<file path="config.mk">
export PLATFORM = sky130hd
export DESIGN_NAME = excSeqTop
export DESIGN_NICKNAME = d
export VERILOG_FILES = /design/src/rtl/excSeqPkg.sv /design/src/rtl/excPrio.sv /design/src/rtl/excCtrl.sv /design/src/rtl/excDatapath.sv /design/src/rtl/excSeqTop.sv
export SDC_FILE = /design/constraint.sdc
export NUM_CORES = 1
export LEC_CHECK = 0
export BUFFER_PORTS_ARGS = -buffer_cell sky130_fd_sc_hd__buf_2
export CORE_AREA = 2 2 117 119
export CTS_CLUSTER_DIAMETER = 100
export DETAILED_ROUTE_END_ITERATION = 8
export DIE_AREA = 0 0 119 121
export GPL_TIMING_DRIVEN = 1
export PLACE_DENSITY = 0.74
export SYNTH_ARGS = -nofsm -noshare
export SYNTH_HDL_FRONTEND = slang
export SYNTH_SLANG_ARGS = --single-unit
</file>
<file path="constraint.sdc">
create_clock -name clk -period 4 [get_ports clk]
set_input_delay 0.4 -clock clk [delete_from_list [all_inputs] [get_ports clk]]
set_output_delay 0.4 -clock clk [all_outputs]
set_load 0.005 [all_outputs]
</file>
<file path="src/rtl/excSeqPkg.sv">
`timescale 1ns/1ps
package excSeqPkg;
  // PSW field positions decoded by the surrounding core
  localparam int BIT_ID  = 12;
  localparam int BIT_AE  = 13;
  localparam int BIT_EP  = 14;
  localparam int BIT_NP  = 15;
  localparam int LVL_LSB = 16;
  localparam int LVL_W   = 4;

  localparam int CODE_W  = 16;
  localparam int WORD_W  = 32;
  localparam int DUMP_WORDS = 3;

  localparam logic [CODE_W-1:0] CODE_UNDEF = 16'hFF90;
  localparam logic [7:0]        IRQ_TAG    = 8'hFE;

  localparam logic [WORD_W-1:0] VEC_DUP       = 32'hFFFFFFD0;
  localparam logic [WORD_W-1:0] VEC_BASE      = 32'hFFFF0000;
  localparam logic [WORD_W-1:0] VEC_ALIAS     = 32'hFFFFFF70;
  localparam logic [WORD_W-1:0] VEC_ALIAS_TGT = 32'hFFFFFF60;

  typedef enum logic [1:0] {
    ST_IDLE   = 2'd0,
    ST_DUMP   = 2'd1,
    ST_COMMIT = 2'd2
  } seqState_t;

  // control -> datapath strobes
  typedef struct packed {
    logic capture;   // latch code, PC, PSW
    logic dumpOn;    // a dump word is being offered
    logic dumpStep;  // the offered word is accepted
    logic commit;    // register updates go out this cycle
  } seqStrobe_t;
endpackage

</file>
<file path="src/rtl/excPrio.sv">
`timescale 1ns/1ps
module excPrio #(
  parameter int NUM_IRQ = 5
) (
  input  logic [NUM_IRQ-1:0]           irqLines,
  output logic                         anyReq,
  output logic [excSeqPkg::CODE_W-1:0] irqCode
);
  import excSeqPkg::*;

  localparam int IDX_W = (NUM_IRQ > 1) ? $clog2(NUM_IRQ) : 1;

  logic [NUM_IRQ-1:0] winMask;
  logic [IDX_W-1:0]   winIdx;

  // a line wins when no higher-numbered line is active
  genvar g;
  generate
    for (g = 0; g < NUM_IRQ; g++) begin : g_win
      if (g == NUM_IRQ - 1) begin : g_top
        assign winMask[g] = irqLines[g];
      end else begin : g_low
        assign winMask[g] = irqLines[g] & ~(|irqLines[NUM_IRQ-1:g+1]);
      end
    end
  endgenerate

  always_comb begin
    winIdx = '0;
    for (int i = 0; i < NUM_IRQ; i++) begin
      if (winMask[i]) winIdx = IDX_W'(i);
    end
  end

  assign anyReq  = |irqLines;
  assign irqCode = {IRQ_TAG, LVL_W'(winIdx), 4'h0};
endmodule

</file>
<file path="src/rtl/excCtrl.sv">
`timescale 1ns/1ps
module excCtrl (
  input  logic                  clk,
  input  logic                  rstN,
  input  logic                  evalStb,
  input  logic                  takeReq,
  input  logic                  npNow,
  input  logic                  memWrReady,
  input  logic                  dumpLast,
  output excSeqPkg::seqStrobe_t strb,
  output logic                  busy
);
  import excSeqPkg::*;

  seqState_t state, stateNext;

  always_ff @(posedge clk or negedge rstN) begin
    if (!rstN) state <= ST_IDLE;
    else       state <= stateNext;
  end

  always_comb begin
    strb      = '0;
    stateNext = state;
    unique case (state)
      ST_IDLE: begin
        if (evalStb && takeReq) begin
          strb.capture = 1'b1;
          stateNext    = npNow ? ST_DUMP : ST_COMMIT;
        end
      end
      ST_DUMP: begin
        strb.dumpOn = 1'b1;
        if (memWrReady) begin
          strb.dumpStep = 1'b1;
          if (dumpLast) stateNext = ST_COMMIT;
        end
      end
      ST_COMMIT: begin
        strb.commit = 1'b1;
        stateNext   = ST_IDLE;
      end
      default: stateNext = ST_IDLE;
    endcase
  end

  assign busy = (state != ST_IDLE);
endmodule

</file>
<file path="src/rtl/excDatapath.sv">
`timescale 1ns/1ps
module excDatapath #(
  parameter int NUM_IRQ = 5
) (
  input  logic                         clk,
  input  logic                         rstN,
  input  excSeqPkg::seqStrobe_t        strb,
  input  logic [NUM_IRQ-1:0]           irqLines,
  input  logic [excSeqPkg::CODE_W-1:0] excCode,
  input  logic                         undefInst,
  input  logic [excSeqPkg::WORD_W-1:0] curPc,
  input  logic [excSeqPkg::WORD_W-1:0] curPsw,
  output logic                         takeReq,
  output logic                         npNow,
  output logic                         dumpLast,
  output logic [excSeqPkg::WORD_W-1:0] memWrAddr,
  output logic [excSeqPkg::WORD_W-1:0] memWrData,
  output logic [excSeqPkg::WORD_W-1:0] pcNext,
  output logic [excSeqPkg::WORD_W-1:0] pswNext,
  output logic [excSeqPkg::WORD_W-1:0] savePc,
  output logic [excSeqPkg::WORD_W-1:0] savePsw,
  output logic [excSeqPkg::CODE_W-1:0] causeCode,
  output logic                         dupPath
);
  import excSeqPkg::*;

  localparam int IDX_W = $clog2(DUMP_WORDS);

  logic              irqAny;
  logic [CODE_W-1:0] irqCode;
  logic              irqOk;
  logic [CODE_W-1:0] codeNow;

  logic [CODE_W-1:0] codeQ;
  logic [WORD_W-1:0] pcQ, pswQ;
  logic [IDX_W-1:0]  dumpIdx;

  logic [WORD_W-1:0] ordVec;

  excPrio #(.NUM_IRQ(NUM_IRQ)) u_prio (
    .irqLines(irqLines),
    .anyReq  (irqAny),
    .irqCode (irqCode)
  );

  // exceptions first, then undefined opcode, then a maskable request
  always_comb begin
    irqOk = irqAny && (excCode == '0) && !undefInst &&
            !curPsw[BIT_ID] && !curPsw[BIT_EP] && !curPsw[BIT_NP];
    if (excCode != '0)   codeNow = excCode;
    else if (undefInst)  codeNow = CODE_UNDEF;
    else if (irqOk)      codeNow = irqCode;
    else                 codeNow = '0;
  end

  assign takeReq = (codeNow != '0);
  assign npNow   = curPsw[BIT_NP];

  always_ff @(posedge clk or negedge rstN) begin
    if (!rstN) begin
      codeQ <= '0;
      pcQ   <= '0;
      pswQ  <= '0;
    end else if (strb.capture) begin
      codeQ <= codeNow;
      pcQ   <= curPc;
      pswQ  <= curPsw;
    end
  end

  always_ff @(posedge clk or negedge rstN) begin
    if (!rstN)              dumpIdx <= '0;
    else if (strb.capture)  dumpIdx <= '0;
    else if (strb.dumpStep) dumpIdx <= dumpIdx + 1'b1;
  end

  assign dumpLast  = (dumpIdx == IDX_W'(DUMP_WORDS - 1));
  assign memWrAddr = {{(WORD_W-IDX_W-2){1'b0}}, dumpIdx, 2'b00};

  always_comb begin
    unique case (dumpIdx)
      IDX_W'(0): memWrData = VEC_BASE | {{(WORD_W-CODE_W){1'b0}}, codeQ};
      IDX_W'(1): memWrData = pswQ;
      default:   memWrData = pcQ;
    endcase
  end

  // vector selection and PSW update
  always_comb begin
    ordVec = VEC_BASE | {{(WORD_W-CODE_W){1'b0}}, codeQ & 16'hFFF0};
    if (ordVec == VEC_ALIAS) ordVec = VEC_ALIAS_TGT;
  end

  assign dupPath = pswQ[BIT_EP];
  assign pcNext  = dupPath ? VEC_DUP : ordVec;

  always_comb begin
    pswNext         = pswQ;
    pswNext[BIT_AE] = 1'b0;
    pswNext[BIT_ID] = 1'b1;
    if (codeQ[CODE_W-1:CODE_W-8] == IRQ_TAG)
      pswNext[LVL_LSB +: LVL_W] = codeQ[7:4];
  end

  assign savePc    = pcQ;
  assign savePsw   = pswQ;
  assign causeCode = codeQ;
endmodule

</file>
<file path="src/rtl/excSeqTop.sv">
`timescale 1ns/1ps
module excSeqTop #(
  parameter int NUM_IRQ = 5
) (
  input  logic               clk,
  input  logic               rstN,
  input  logic               evalStb,
  input  logic [15:0]        excCode,
  input  logic               undefInst,
  input  logic [NUM_IRQ-1:0] irqLines,
  input  logic [31:0]        curPc,
  input  logic [31:0]        curPsw,
  output logic               busy,
  output logic               memWrValid,
  input  logic               memWrReady,
  output logic [31:0]        memWrAddr,
  output logic [31:0]        memWrData,
  output logic               pcLoad,
  output logic [31:0]        pcNext,
  output logic [31:0]        pswNext,
  output logic               saveOrdLd,
  output logic               saveDupLd,
  output logic [31:0]        savePc,
  output logic [31:0]        savePsw,
  output logic [15:0]        causeCode
);
  import excSeqPkg::*;

  seqStrobe_t strb;
  logic takeReq, npNow, dumpLast, dupPath;

  excCtrl u_ctrl (
    .clk       (clk),
    .rstN      (rstN),
    .evalStb   (evalStb),
    .takeReq   (takeReq),
    .npNow     (npNow),
    .memWrReady(memWrReady),
    .dumpLast  (dumpLast),
    .strb      (strb),
    .busy      (busy)
  );

  excDatapath #(.NUM_IRQ(NUM_IRQ)) u_dp (
    .clk      (clk),
    .rstN     (rstN),
    .strb     (strb),
    .irqLines (irqLines),
    .excCode  (excCode),
    .undefInst(undefInst),
    .curPc    (curPc),
    .curPsw   (curPsw),
    .takeReq  (takeReq),
    .npNow    (npNow),
    .dumpLast (dumpLast),
    .memWrAddr(memWrAddr),
    .memWrData(memWrData),
    .pcNext   (pcNext),
    .pswNext  (pswNext),
    .savePc   (savePc),
    .savePsw  (savePsw),
    .causeCode(causeCode),
    .dupPath  (dupPath)
  );

  assign memWrValid = strb.dumpOn;
  assign pcLoad     = strb.commit;
  assign saveOrdLd  = strb.commit & ~dupPath;
  assign saveDupLd  = strb.commit &  dupPath;
endmodule

</file>
# Word level (Yosys, flattened, before mapping)
# Cells that the tools add are included.
totals:
  regBits: 84
  in_bits: 90
  word_cells: 68
  out_inout_bits: 213
op_classes:
  bitwise: 9
  eq_ne: 9
  addsub: 1
  n_mux: 23
  n_reduce_logical: 21
op_table:
  columns: ["cell", "count"]
  rows:
  - ["$mux 16", 5]
  - ["$pmux 32 s2", 1]
  - ["$reduce_bool 16->1", 2]
  - ["$logic_not 16->1", 1]
  - ["$mux 2", 8]
  - ["$eq 12x12->1 const B", 1]
  - ["$eq 8x8->1 const B", 1]
  - ["$logic_and 1x1->1", 6]
  - ["$mux 3", 2]
  - ["$and 1x1->1", 5]
  - ["$mux 1", 5]
  - ["$reduce_or 5->1", 1]
  - ["$eq 2x1->1 const B", 2]
  - ["$eq 2x2->1 const B", 2]
  - ["$logic_not 1->1", 4]
  - ["$logic_not 2->1", 2]
  - ["$mux 4", 1]
  - ["$ne 2x2->1 const B", 2]
  - ["$not 1->1", 4]
  - ["$pmux 2 s2", 1]
  - ["$reduce_bool 2->1", 2]
  - ["$reduce_and 3->1", 1]
  - ["$reduce_or 3->1", 1]
  - ["$add 2x1->2 const B", 1]
  - ["other kinds (2)", 2]

# Depth between registers and ports, before layout
# Gate-level depths: netlist of the first run.
logic_depth:
  ltp_word: 15
  ltp_mapped: 7
  depth_no_buf: 5

# Cells and area by module
# From an unflattened synthesis of the first run, not the netlist that was laid out.
unflattened:
  cells_unflattened: 464
  area_unflattened_um2: 4938.5
modules_own_cells:
  columns: ["module", "seq_area_each_um2", "instances", "cells_per_inst", "area_per_inst_um2"]
  rows:
  - ["excDatapath", 2052.0, 1, 425, 4639.4]
  - ["excPrio", 0.0, 1, 23, 147.6]
  - ["excCtrl", 50.0, 1, 14, 135.1]
  - ["excSeqTop", 0.0, 1, 2, 16.3]

# Least setup slack after synthesis of the first run
# Ideal clock, no wire load.
synth_timing:
  path_kind: "input to register"
  start: "in irqLines[4]"
  end: "reg u_dp.pcQ[14], in the netlist u_dp.savePc[14]"
  path_buffers: 2
  path_stages: 6
  arrival_ns: 1.850
  setup_slack_ns: 2.025
  setup_ns: 0.125
  required_time_ns: 3.875
  cell_sequence: "or4_4 -> o211ai_4 -> nand3_2 -> buf_6 -> buf_6 -> mux2_4"
synth_via:
  elab_chain_cells: 14
  word_cells_on_any_way: 25
  cone_classes: "mux: 9; bitwise: 6; reduce/logical: 10"
synth_rtl:
  columns: ["item", "line", "text"]
  rows:
  - ["from (decl)", "excSeqTop.sv:10", "input logic [NUM_IRQ-1:0] irqLines,"]
  - ["$reduce_or 3->1", "excPrio.sv:23", "assign winMask[g] = irqLines[g] & ~(|irqLines[NUM_IRQ-1:g+1]);"]
  - ["$not 1->1", "excPrio.sv:23", null]
  - ["$and 1x1->1", "excPrio.sv:23", null]
  - ["$mux 1", "excPrio.sv:31", "if (winMask[i]) winIdx = IDX_W'(i);"]
  - ["$mux 2", "excPrio.sv:31", null]
  - ["$mux 3 (2 in series)", "excPrio.sv:31", null]
  - ["$mux 16 (*)", "excDatapath.sv:52", "else if (irqOk) codeNow = irqCode;"]
  - ["$mux 16 (*)", "excDatapath.sv:51", "else if (undefInst) codeNow = CODE_UNDEF;"]
  - ["$mux 16 (*)", "excDatapath.sv:50", "if (excCode != '0) codeNow = excCode;"]
  - ["$reduce_bool 16->1 (*)", "excDatapath.sv:56", "assign takeReq = (codeNow != '0);"]
  - ["$logic_and 1x1->1 (*)", "excCtrl.sv:27", "if (evalStb && takeReq) begin"]
  - ["$mux 1 (*)", "excCtrl.sv:27", null]
  - ["$mux 1 (*)", "excCtrl.sv:25", "unique case (state)"]
  - ["to (signal assigned)", "excDatapath.sv:66", "pcQ <= curPc;"]
  - ["to (decl)", "excDatapath.sv:35", "logic [WORD_W-1:0] pcQ, pswQ;"]
# Every way passes the cells marked *; elsewhere a longest branch is shown, timed or not.
# A chain may end at the register's enable or synchronous reset.

# Worst setup path in the final report of the first run
layout_timing:
  start: "reg u_dp.dumpIdx[1]"
  end: "out memWrData[28]"
layout_via:
  elab_chain_cells: 2
  word_cells_on_any_way: 3
  cone_classes: "eq/ne: 1; mux: 1; reduce/logical: 1"
layout_rtl:
  columns: ["item", "line", "text"]
  rows:
  - ["from (decl)", "excDatapath.sv:36", "logic [IDX_W-1:0] dumpIdx;"]
  - ["from (signal assigned)", "excDatapath.sv:74", "else if (strb.dumpStep) dumpIdx <= dumpIdx + 1'b1;"]
  - ["$eq 2x1->1 / $logic_not 2->1 (equally long branches)", "excDatapath.sv:81", "unique case (dumpIdx)"]
  - ["$pmux 32 s2 (*)", "excDatapath.sv:81", null]
  - ["to (decl)", "excSeqTop.sv:17", "output logic [31:0] memWrData,"]
# Marked as above.

==> results of run 1 <==
[flip-flops by register name, indices dropped and copies added (netlist names)]
signal	count
u_dp.causeCode	16
u_dp.savePc	32
u_ctrl.state	2
u_dp.dumpIdx	2
u_dp.savePsw	32
[per-stage QoR]
step	power [mW]	hold slack, ps
after floorplan	3.381	104.4
after global placement	4.472	503.7
after detailed placement	4.524	498.9
after CTS	5.592	130.7
after global routing	5.906	150.7
final	5.514	104.6
[per-layer routing]
metal	vias up	global-route usage, %	routed length [um]
li1	1763	-	-
met1	1892	23.35	5639
met2	201	33.37	7283
met3	17	5.404	1199
met4	2	7.217	267
met5	-	0	11
[where the power goes]
group          switching, mW  total, mW  leakage, nW  internal [mW]
sequential             0.492       1.77        0.976           1.28
clock                  0.341       1.05        0.182          0.704
combinational           1.22       2.70         1.93           1.48
[path summary, 6_finish.rpt]
kind / from / to / slack (ps) / cells past startpoint
setup / recovery: u_dp.dumpIdx[1] / memWrData[28] / 1250 / 6
hold / removal: rstN / u_dp.savePc[25] / 100 / 1
setup reg to reg: u_ctrl.state[1] / u_dp.savePc[0] / 1640 / 5
hold reg to reg: u_dp.savePc[9] / u_dp.savePc[9] / 530 / 1
max in group asynchronous: rstN / u_dp.causeCode[2] / 3020 / 2
min in group clk: curPsw[13] / u_dp.savePsw[13] / 280 / 2
[worst register-to-register path, delay by kind of cell (launching register included)]
family / cells / cell delay, ps
simple gates: 3 / 1030
flops: 1 / 410
mux: 1 / 410
buf+inv: 1 / 400
[layout by cell type (no fill, tap or decap), types with 2 or more instances in the layout]
master / count
buf_2: 249
clkbuf_16: 9
or3_1: 2
nor4_1: 5
nor2b_1: 21
mux2_4: 28
dfrtp_1: 84
buf_4: 5
inv_1: 2
nor2_1: 5
clkbuf_8: 2
nand3_1: 2
nand4_1: 4
a21oi_1: 3
ha_1: 2
o221a_2: 2
nand2_1: 36
conb_1: 52
mux2_2: 45
bufinv_16: 4
o21ai_0: 6
o22a_1: 7
or2_2: 11
a211o_1: 16
and4_1: 2
a22oi_1: 16
[cell type report]
type,count,area [um^2],area share [%]
clock inverters,4,120.1,1.953
well taps,176,220.2,3.581
multi-input cells,281,2143,34.85
repair buffers,255,1304,21.20
inverters,2,7.507,0.1221
clock buffers,11,252.7,4.110
flip-flops and latches,84,2102,34.18
[kinds of logic after synthesis]
logic type,after synthesis
buffers and inverters,102
and+or+nand+nor,98
DFF,84
muxes,73
AOI/OAI and AO/OA,54
adders and majority gates,3
other,2
xor gates and xnor gates,1
==> run metrics, run 1 <==
status=finished clean; number of DRC markers in iteration 0=around 80; worst clock skew=around 5.2 ps; register area share after synthesis=roughly 44%; Total Routed Length=about 14 mm; Remaining DRCs=0; Post-Synth XOR/XNOR Area=less than 1%; antenna-violating nets left=0; CP arrival=approximately 2400 ps; total CTS buffers=9; CORE AREA=13090 um^2; # H-tree levels=3; Yosys top cell area share=44.14%; Worst VDD drop=0.3558 mV; Synth Area in Adders=less than 1%; Setup crit end kind=output pin; max-cap violations=0; Worst EP required=3600 ps; Synth Instances=approximately 420; setup ws final=about 1200 ps; mapped cell area=between 4000 and 5000 um^2; Yosys top cell by area=dfrtp_1; per-cell routed wire length=between 15 and 20 um; combinational family with the most area after synthesis=multiplexers; via count=3875; dpl cell area=between 5000 and 6000 um^2; Global Route Usage Sum=between 15 and 20%; global-route wire length before repair=between 20 and 25 mm; Slew HR=between 40% and 50%; post-CTS resize count=0; worst slew pin tran=slightly below 900 ps; RePlAce Congestion=~0.77; share of layout cells above drive strength 1=~57%; Unique masters post-synth=40; Cell Count, Final, Fillers Out=813; clk_lat worst skew=340 ps; row cnt=between 40 and 50; Final Hold Viols=0; pwr/cell area=896.6 nW/um^2; Final min period=2751 ps; Post-DP HPWL=about 11 mm; Fmax=363.4 MHz; Die Wd=around 120 um; total grt overflow=0; Setup crit start kind=flop; #FFs+latches synth=84; CP top delay family=buffers and inverters; FILL cells=1272; clock buffer depth=2; initial antenna violation count=1; Fin Setup TNS=0 ps; Synth Area in Compound Gates=a little under a tenth; Inst Count DP=between 700 and 800; Root Buffer=clkbuf_16; vias in the first global route=between 3000 and 4000; class of the most critical setup path=reg2out; fin area=6150 um^2; pin count of the biggest net entering global routing=57; worst min-delay path class=in2async; simple-gate share of the synthesized area=approximately 11%; number of synthesized flops with an enable pin=0; Inserted Diodes=0; CTS tree=built; static leakage=just over 3 nW; syn_area_per_cell=~11 um^2; clk sinks=84; IO buf count=between 200 and 300; Initial Utilization=between 30% and 40%; IO Count=303; Setup violations, final=0; Synth area leaders=dfrtp_1 (44%), buf_4 (12%), mux2_2 (11%); vias per cell=approximately 4.8; Slew Limit Fails=0; most frequent cell after synthesis=dfrtp_1; Final nets=~730; Die H=between 100 and 150 um; Crit path largest cell delay=about 520 ps; Die Footprint=14400 um^2; Cell Chain, Critical Path=inv_1, ha_2, buf_4, nor2b_1, a211o_1, buf_2; Ys Warns=0; critical-path cell with the highest stage delay=ha_2; Finished Core Util=around 47%; clock-pin slew on the worst setup and hold paths=60 ps; fin crit share=between 60% and 70%; mux cell area share after synthesis=19.47%; cts hold-fix bufs=0; Critical path buffers and inverters=3; dpl ws=roughly 1100 ps; most frequent cells after synthesis=dfrtp_1 (84), buf_4 (79), mux2_2 (45); Setup Buffers After CTS=0; asr flop ratio synth=100.0%; main flop type after synthesis=dfrtp_1; Area Overhead vs Synth=29.14%; RSZ-0062 raised after global routing=no; DR pass1 iterations=4; Critical Path Fanout Max=25
No activity file was read; power rests on OpenSTA's default activity.
==> run 2, diff against run 1 <==
--- a/config.mk
+++ b/config.mk
@@ -5,13 +5,14 @@
 export SDC_FILE = /design/constraint.sdc
 export NUM_CORES = 1
 export LEC_CHECK = 0
+export ABC_AREA = 1
 export BUFFER_PORTS_ARGS = -buffer_cell sky130_fd_sc_hd__buf_2
 export CORE_AREA = 2 2 117 119
 export CTS_CLUSTER_DIAMETER = 100
 export DETAILED_ROUTE_END_ITERATION = 8
 export DIE_AREA = 0 0 119 121
 export GPL_TIMING_DRIVEN = 1
-export PLACE_DENSITY = 0.74
+export PLACE_DENSITY = 0.76
 export SYNTH_ARGS = -nofsm -noshare
 export SYNTH_HDL_FRONTEND = slang
 export SYNTH_SLANG_ARGS = --single-unit
==> constraint.sdc (replaced) <==
create_clock -name clk -period 2.76 [get_ports clk]
set_input_delay 0.276 -clock clk [delete_from_list [all_inputs] [get_ports clk]]
set_output_delay 0.276 -clock clk [all_outputs]
set_load 0.005 [all_outputs]
==> run 2 against run 1 <==
Sequential share of layout area fell by 1.1 points. Global-route usage rose by 4.0 points. Worst setup slack got worse by 890 ps. Sequential cell count did not move. Register-to-register slack got worse by 560 ps. Worst hold slack improved by 30 ps. Critical endpoint is now memWrData[14]. Largest cell class unchanged. Largest power group unchanged.
==> run metrics, run 2 <==
clock buffer depth=2; register area share after synthesis=between 40% and 50%; worst slew pin tran=roughly 1100 ps; Final min period=roughly 2400 ps; fin area=between 6000 and 7000 um^2; Int Power=around 4.2 mW; clk_lat worst skew=around 330 ps; Synth Area in Compound Gates=roughly 3.5%; Synth area leaders=dfrtp_1 (42%), nand2_1 (20%), buf_4 (12%); Die H=approximately 120 um; Yosys top cell by area=dfrtp_1; total CTS buffers=9; number of DRC markers in iteration 0=426; setup ws final=approximately 360 ps; syn_area_per_cell=approximately 7.4 um^2; CORE AREA=around 13000 um^2; Worst EP required=2480 ps; RSZ-0062 raised after global routing=no; Total Routed Length=~17 mm; Combinational Power Share=about half; switch share=between 40% and 50%; global-route wire length before repair=between 20 and 30 mm; Ys Warns=0; mapped cell area=a little over 5000 um^2; Global Route Usage Sum=between 20% and 30%; worst min-delay path class=in2async; per-cell routed wire length=about 16 um; Fin Hold WS=roughly 130 ps; number of synthesized flops with an enable pin=0; antenna-violating nets left=0; combinational family with the most area after synthesis=simple AND/OR/NAND/NOR gates; Slew Limit Fails=0; clk sinks=between 80 and 90; part of the power in registers=32.8%; status=finished clean; Unique masters post-synth=25; Post-DP HPWL=between 10 and 15 mm; post-CTS resize count=0; Slew HR=roughly 28%; mux cell area share after synthesis=0%; pwr/cell area=1204 nW/um^2; Die Footprint=14400 um^2; most common cell after layout, fill and taps aside=nand2_1; total grt overflow=0; DR pass1 iterations=5; Setup crit end kind=output pin; total power=approximately 7.7 mW; CTS tree=built; vias per cell=slightly below 5; Setup crit start kind=flop; initial antenna violation count=0; Worst VDD drop=around 0.34 mV; Synth Instances=~680; P_sw=between 3 and 4 mW; most frequent cells after synthesis=nand2_1 (266), dfrtp_1 (84), nand4_1 (80); worst clock skew=5.973 ps; R2R Setup Slk=about 1100 ps; IO buf count=between 200 and 300; max-cap violations=0; clock-pin slew on the worst setup and hold paths=around 60 ps; Initial Utilization=approximately two fifths; CP arrival=around 2100 ps; IO Count=~300; most frequent cells in the layout=nand2_1 (266), buf_2 (249), dfrtp_1 (84); most frequent cell after synthesis=nand2_1; Die Wd=around 120 um; Setup Buffers After CTS=0; # H-tree levels=3; Fin Setup TNS=0 ps; Clock power frac=between 10% and 20%; Setup violations, final=0; Inserted Diodes=0; vias in the first global route=about 4700; fin crit share=between 80% and 90%; Remaining DRCs=0; asr flop ratio synth=100.0%; Root Buffer=clkbuf_16; Yosys top cell area share=41.76%; main flop type after synthesis=dfrtp_1; Final Hold Viols=0; Area Overhead vs Synth=26.32%; cts hold-fix bufs=0; via count=around 5200; dpl cell area=just over 6000 um^2; RePlAce Congestion=0.8599; Synth Area in Adders=less than 1%; FILL cells=1370; Final nets=around 970; Critical Path Fanout Max=17; class of the most critical setup path=reg2out; Post-Synth XOR/XNOR Area=0.1740%; share of layout cells above drive strength 1=about a third; row cnt=42; simple-gate share of the synthesized area=35.94%; dpl ws=672.9 ps; pin count of the biggest net entering global routing=85; Fmax=~420 MHz; #FFs+latches synth=84; static leakage=~3.7 nW
## run 2: path summary, 6_finish.rpt
check / startpoint / endpoint / cells after the start
min reg2reg: u_dp.savePc[2] / u_dp.savePc[2] / 2
max reg2reg: u_ctrl.state[1] / u_dp.savePc[22] / 4
max in group asynchronous: rstN / u_dp.savePc[15] / 1
min: rstN / u_dp.savePc[21] / 1
min in group clk: curPsw[19] / u_dp.savePsw[19] / 3
max: u_dp.dumpIdx[1] / memWrData[14] / 6
## run 2: power groups by stage
stage,combinational (mW),clock (mW),sequential (mW)
global route,4.30,1.38,2.59
detailed placement,3.88,0,2.52
global placement,3.79,0,2.52
finish,3.85,1.30,2.51
floorplan,2.17,0,2.35
CTS,3.88,1.32,2.51
## run 2: cell families (layout without fill, tap and decap cells)
kind of cell             Yosys count  count (layout)
AND/OR/NAND/NOR                  409             409
XOR/XNOR                           1               1
flip-flops                        84              84
buffers and inverters            153             310
AO/OA/AOI/OAI                     26              26
adder cells (fa/ha/maj)            3               3
other                              2              52
## run 2: metrics by stage
| stage | instances | util, % |
|---|---|---|
| 4_1_cts | 1061 | 48.59 |
| 3_3_place_gp | 1045 | 46.17 |
| 5_1_grt | 1061 | 48.59 |
| 2_1_floorplan | 728 | - |
| 6_report | 1061 | 48.59 |
| 3_5_place_dp | 1045 | 46.17 |
## run 2: routing by layer
layer | part of all wire [%] | track usage [%]
met5 | 0 | 0
met4 | 1.7 | 6.845
met3 | 8.1 | 4.417
met2 | 48 | 37.57
met1 | 42 | 32.51
## run 2: cell type report
type	instances	area, um^2	area share (%)
clock buffers	11	242.7	3.817
clock inverters	5	75.07	1.181
flip-flops and latches	84	2102	33.06
inverters	31	116.4	1.830
well taps	176	220.2	3.463
repair buffers	263	1351	21.25
multi-input cells	491	2251	35.40
## run 2: critical path, cell delays in order, from the launching register on
cell and delay, ps:
dfrtp_1 410, inv_1 110, ha_1 160, buf_4 210, clkinv_1 470, o21ai_0 290, buf_2 140
==> run 3, diff against run 2 <==
--- a/config.mk
+++ b/config.mk
@@ -7,10 +7,10 @@
 export LEC_CHECK = 0
 export ABC_AREA = 1
 export BUFFER_PORTS_ARGS = -buffer_cell sky130_fd_sc_hd__buf_2
-export CORE_AREA = 2 2 117 119
+export CORE_AREA = 3 3 118 120
 export CTS_CLUSTER_DIAMETER = 100
 export DETAILED_ROUTE_END_ITERATION = 8
-export DIE_AREA = 0 0 119 121
+export DIE_AREA = 0 0 121 123
 export GPL_TIMING_DRIVEN = 1
 export PLACE_DENSITY = 0.76
 export SYNTH_ARGS = -nofsm -noshare
==> run 3 against run 2 <==
Clock skew is 4.2 ps higher. Clock power hardly changed. Critical path depth grew 2. Worst setup slack improved by 63 ps. First-iteration DRC count grew 17%. Routed wire length increased by 0.41%. Sequential power is essentially flat.
==> run metrics, run 3 (synthesis results as in run 2) <==
CORE AREA=13090 um^2; FILL cells=between 1000 and 1500; total grt overflow=0; Die Wd=~120 um; CP arrival=~2100 ps; post-CTS resize count=0; initial antenna violation count=0; Crit path largest cell delay=around 390 ps; Critical Path Fanout Max=32; RR Endpoint=u_dp.savePsw[3]; worst clock skew=just over 10 ps; Remaining DRCs=0; antenna-violating nets left=0; worst min-delay path class=in2async; most common cell after layout, fill and taps aside=nand2_1; IO buf count=between 200 and 300; Final min period=approximately 2300 ps; part of the power in registers=about a third; Int Power=~4.3 mW; row cnt=42; Crit. Startpoint=u_dp.dumpIdx[1]; Setup violations, final=0; share of layout cells above drive strength 1=approximately a third; Fin Hold WS=around 140 ps; worst slew pin tran=around 1100 ps; Global Route Usage Sum=~22%; IO Count=a little over 300; CTS tree=built; Reg area=around 2100 um^2; Die H=about 120 um; Cell Chain, Critical Path=inv_1, ha_1, buf_4, clkinv_1, buf_4, nand2_1, nand3_1, buf_2; fin crit share=84.63%; most frequent cells in the layout=nand2_1 (266), buf_2 (249), dfrtp_1 (84); Initial Utilization=about two fifths; Finished Core Util=between 40% and 50%; pin count of the biggest net entering global routing=between 80 and 90; Setup crit start kind=flop; DR WL met2=approximately 8 mm; Root Buffer=clkbuf_16; Total Routed Length=around 17 mm; Final nets=just under 1000; RePlAce Congestion=0.8523; Die Footprint=between 10000 and 15000 um^2; area of the multi-input gates=~2300 um^2; FF-to-FF path depth=4; critical-path cell with the highest stage delay=dfrtp_1; R2R Setup Slk=1190 ps; Setup Buffers After CTS=0; pwr/cell area=1204 nW/um^2; dpl cell area=between 6000 and 7000 um^2; clock-pin slew on the worst setup and hold paths=about 70 ps; WL met3=approximately 1.3 mm; Clock power frac=about 17%; Inserted Diodes=0; clock buffer depth=2; Setup crit end kind=output pin; wl on met1=between 7 and 8 mm; Final Hold Viols=0; switch share=around 45%; Combinational Power Share=50.3%; vias in the first global route=around 4500; cts hold-fix bufs=0; top sig layer=met4; Slew Limit Fails=0; status=finished clean; Fmax=428.1 MHz; Post-DP HPWL=roughly 13 mm; vias per cell=4.981; Worst VDD drop=0.4173 mV; clk sinks=84; Worst EP required=2480 ps; Fin Setup TNS=0 ps; Slew HR=around 28%; global-route wire length before repair=25.73 mm; Critical R2R Launch=u_ctrl.state[0]; via count=5280; RSZ-0062 raised after global routing=no; number of DRC markers in iteration 0=approximately 500; clk_lat worst skew=around 340 ps; total CTS buffers=9; cell mode on critical path=buf_4; static leakage=~3.6 nW; max-cap violations=0; class of the most critical setup path=reg2out; per-cell routed wire length=about 16 um; P_sw=3.417 mW; fin area=about 6400 um^2; Area Overhead vs Synth=26.60%; # H-tree levels=3; DR pass1 iterations=6; critical path endpoint=memWrData[18]
## run 3: cell types whose count changed in the layout (fill, tap and decap cells not counted)
cell,previous run,this run
clkinvlp_4,0,3
buf_12,0,1
buf_4,14,12
clkinv_2,3,1
clkbuf_1,1,0
## run 3: layout make-up
cell class,count,area share [%]
Sequential cell,84,32.99
Timing Repair Buffer,262,21.28
Multi-Input combinational cell,491,35.32
Tap cell,176,3.456
Clock buffer,10,3.750
Clock inverter,6,1.374
Inverter,31,1.826
## run 3: power by group through the flow
stage | clock (mW) | combinational [mW] | sequential, mW
after detailed placement | 0 | 3.89 | 2.51
after global placement | 0 | 3.83 | 2.52
after floorplan | 0 | 2.17 | 2.35
final | 1.32 | 3.86 | 2.50
after global routing | 1.40 | 4.34 | 2.59
after CTS | 1.35 | 3.90 | 2.50
## run 3: critical path: cells and delay by family (launching register included)
| kind | cells | cell delay (ps) |
|---|---|---|
| DFF | 1 | 390 |
| adders and majority gates | 1 | 180 |
| and+or+nand+nor | 2 | 160 |
| buffers and inverters | 5 | 980 |
## run 3: stage by stage
stage	setup WS, ps	instances	total power, mW
5_1_grt	260.3	1060	8.330
3_3_place_gp	685.9	1044	6.344
4_1_cts	398.1	1060	7.744
2_1_floorplan	995.9	728	4.527
6_report	424.1	1060	7.671
3_5_place_dp	665.7	1044	6.403
## run 3: worst min-delay path by stage
| stage | endpoint | slack, ps | depth (start not counted) |
|---|---|---|---|
| finish | u_dp.savePc[19] | 140 | 1 |
| global placement | u_dp.savePc[6] | 480 | 2 |
| CTS | u_dp.savePsw[21] | 170 | 3 |
| detailed placement | u_dp.savePc[10] | 490 | 2 |
| floorplan | u_ctrl.state[0] | -20 | 0 |
| global route | u_dp.savePc[23] | 190 | 3 |
## run 3: metal layers
layer / GRT usage [%] / up-vias
li1: - / 2490
met1: 31.92 / 2520
met2: 34.70 / 251
met3: 3.019 / 19
met4: 7.295 / 0
met5: 0 / -
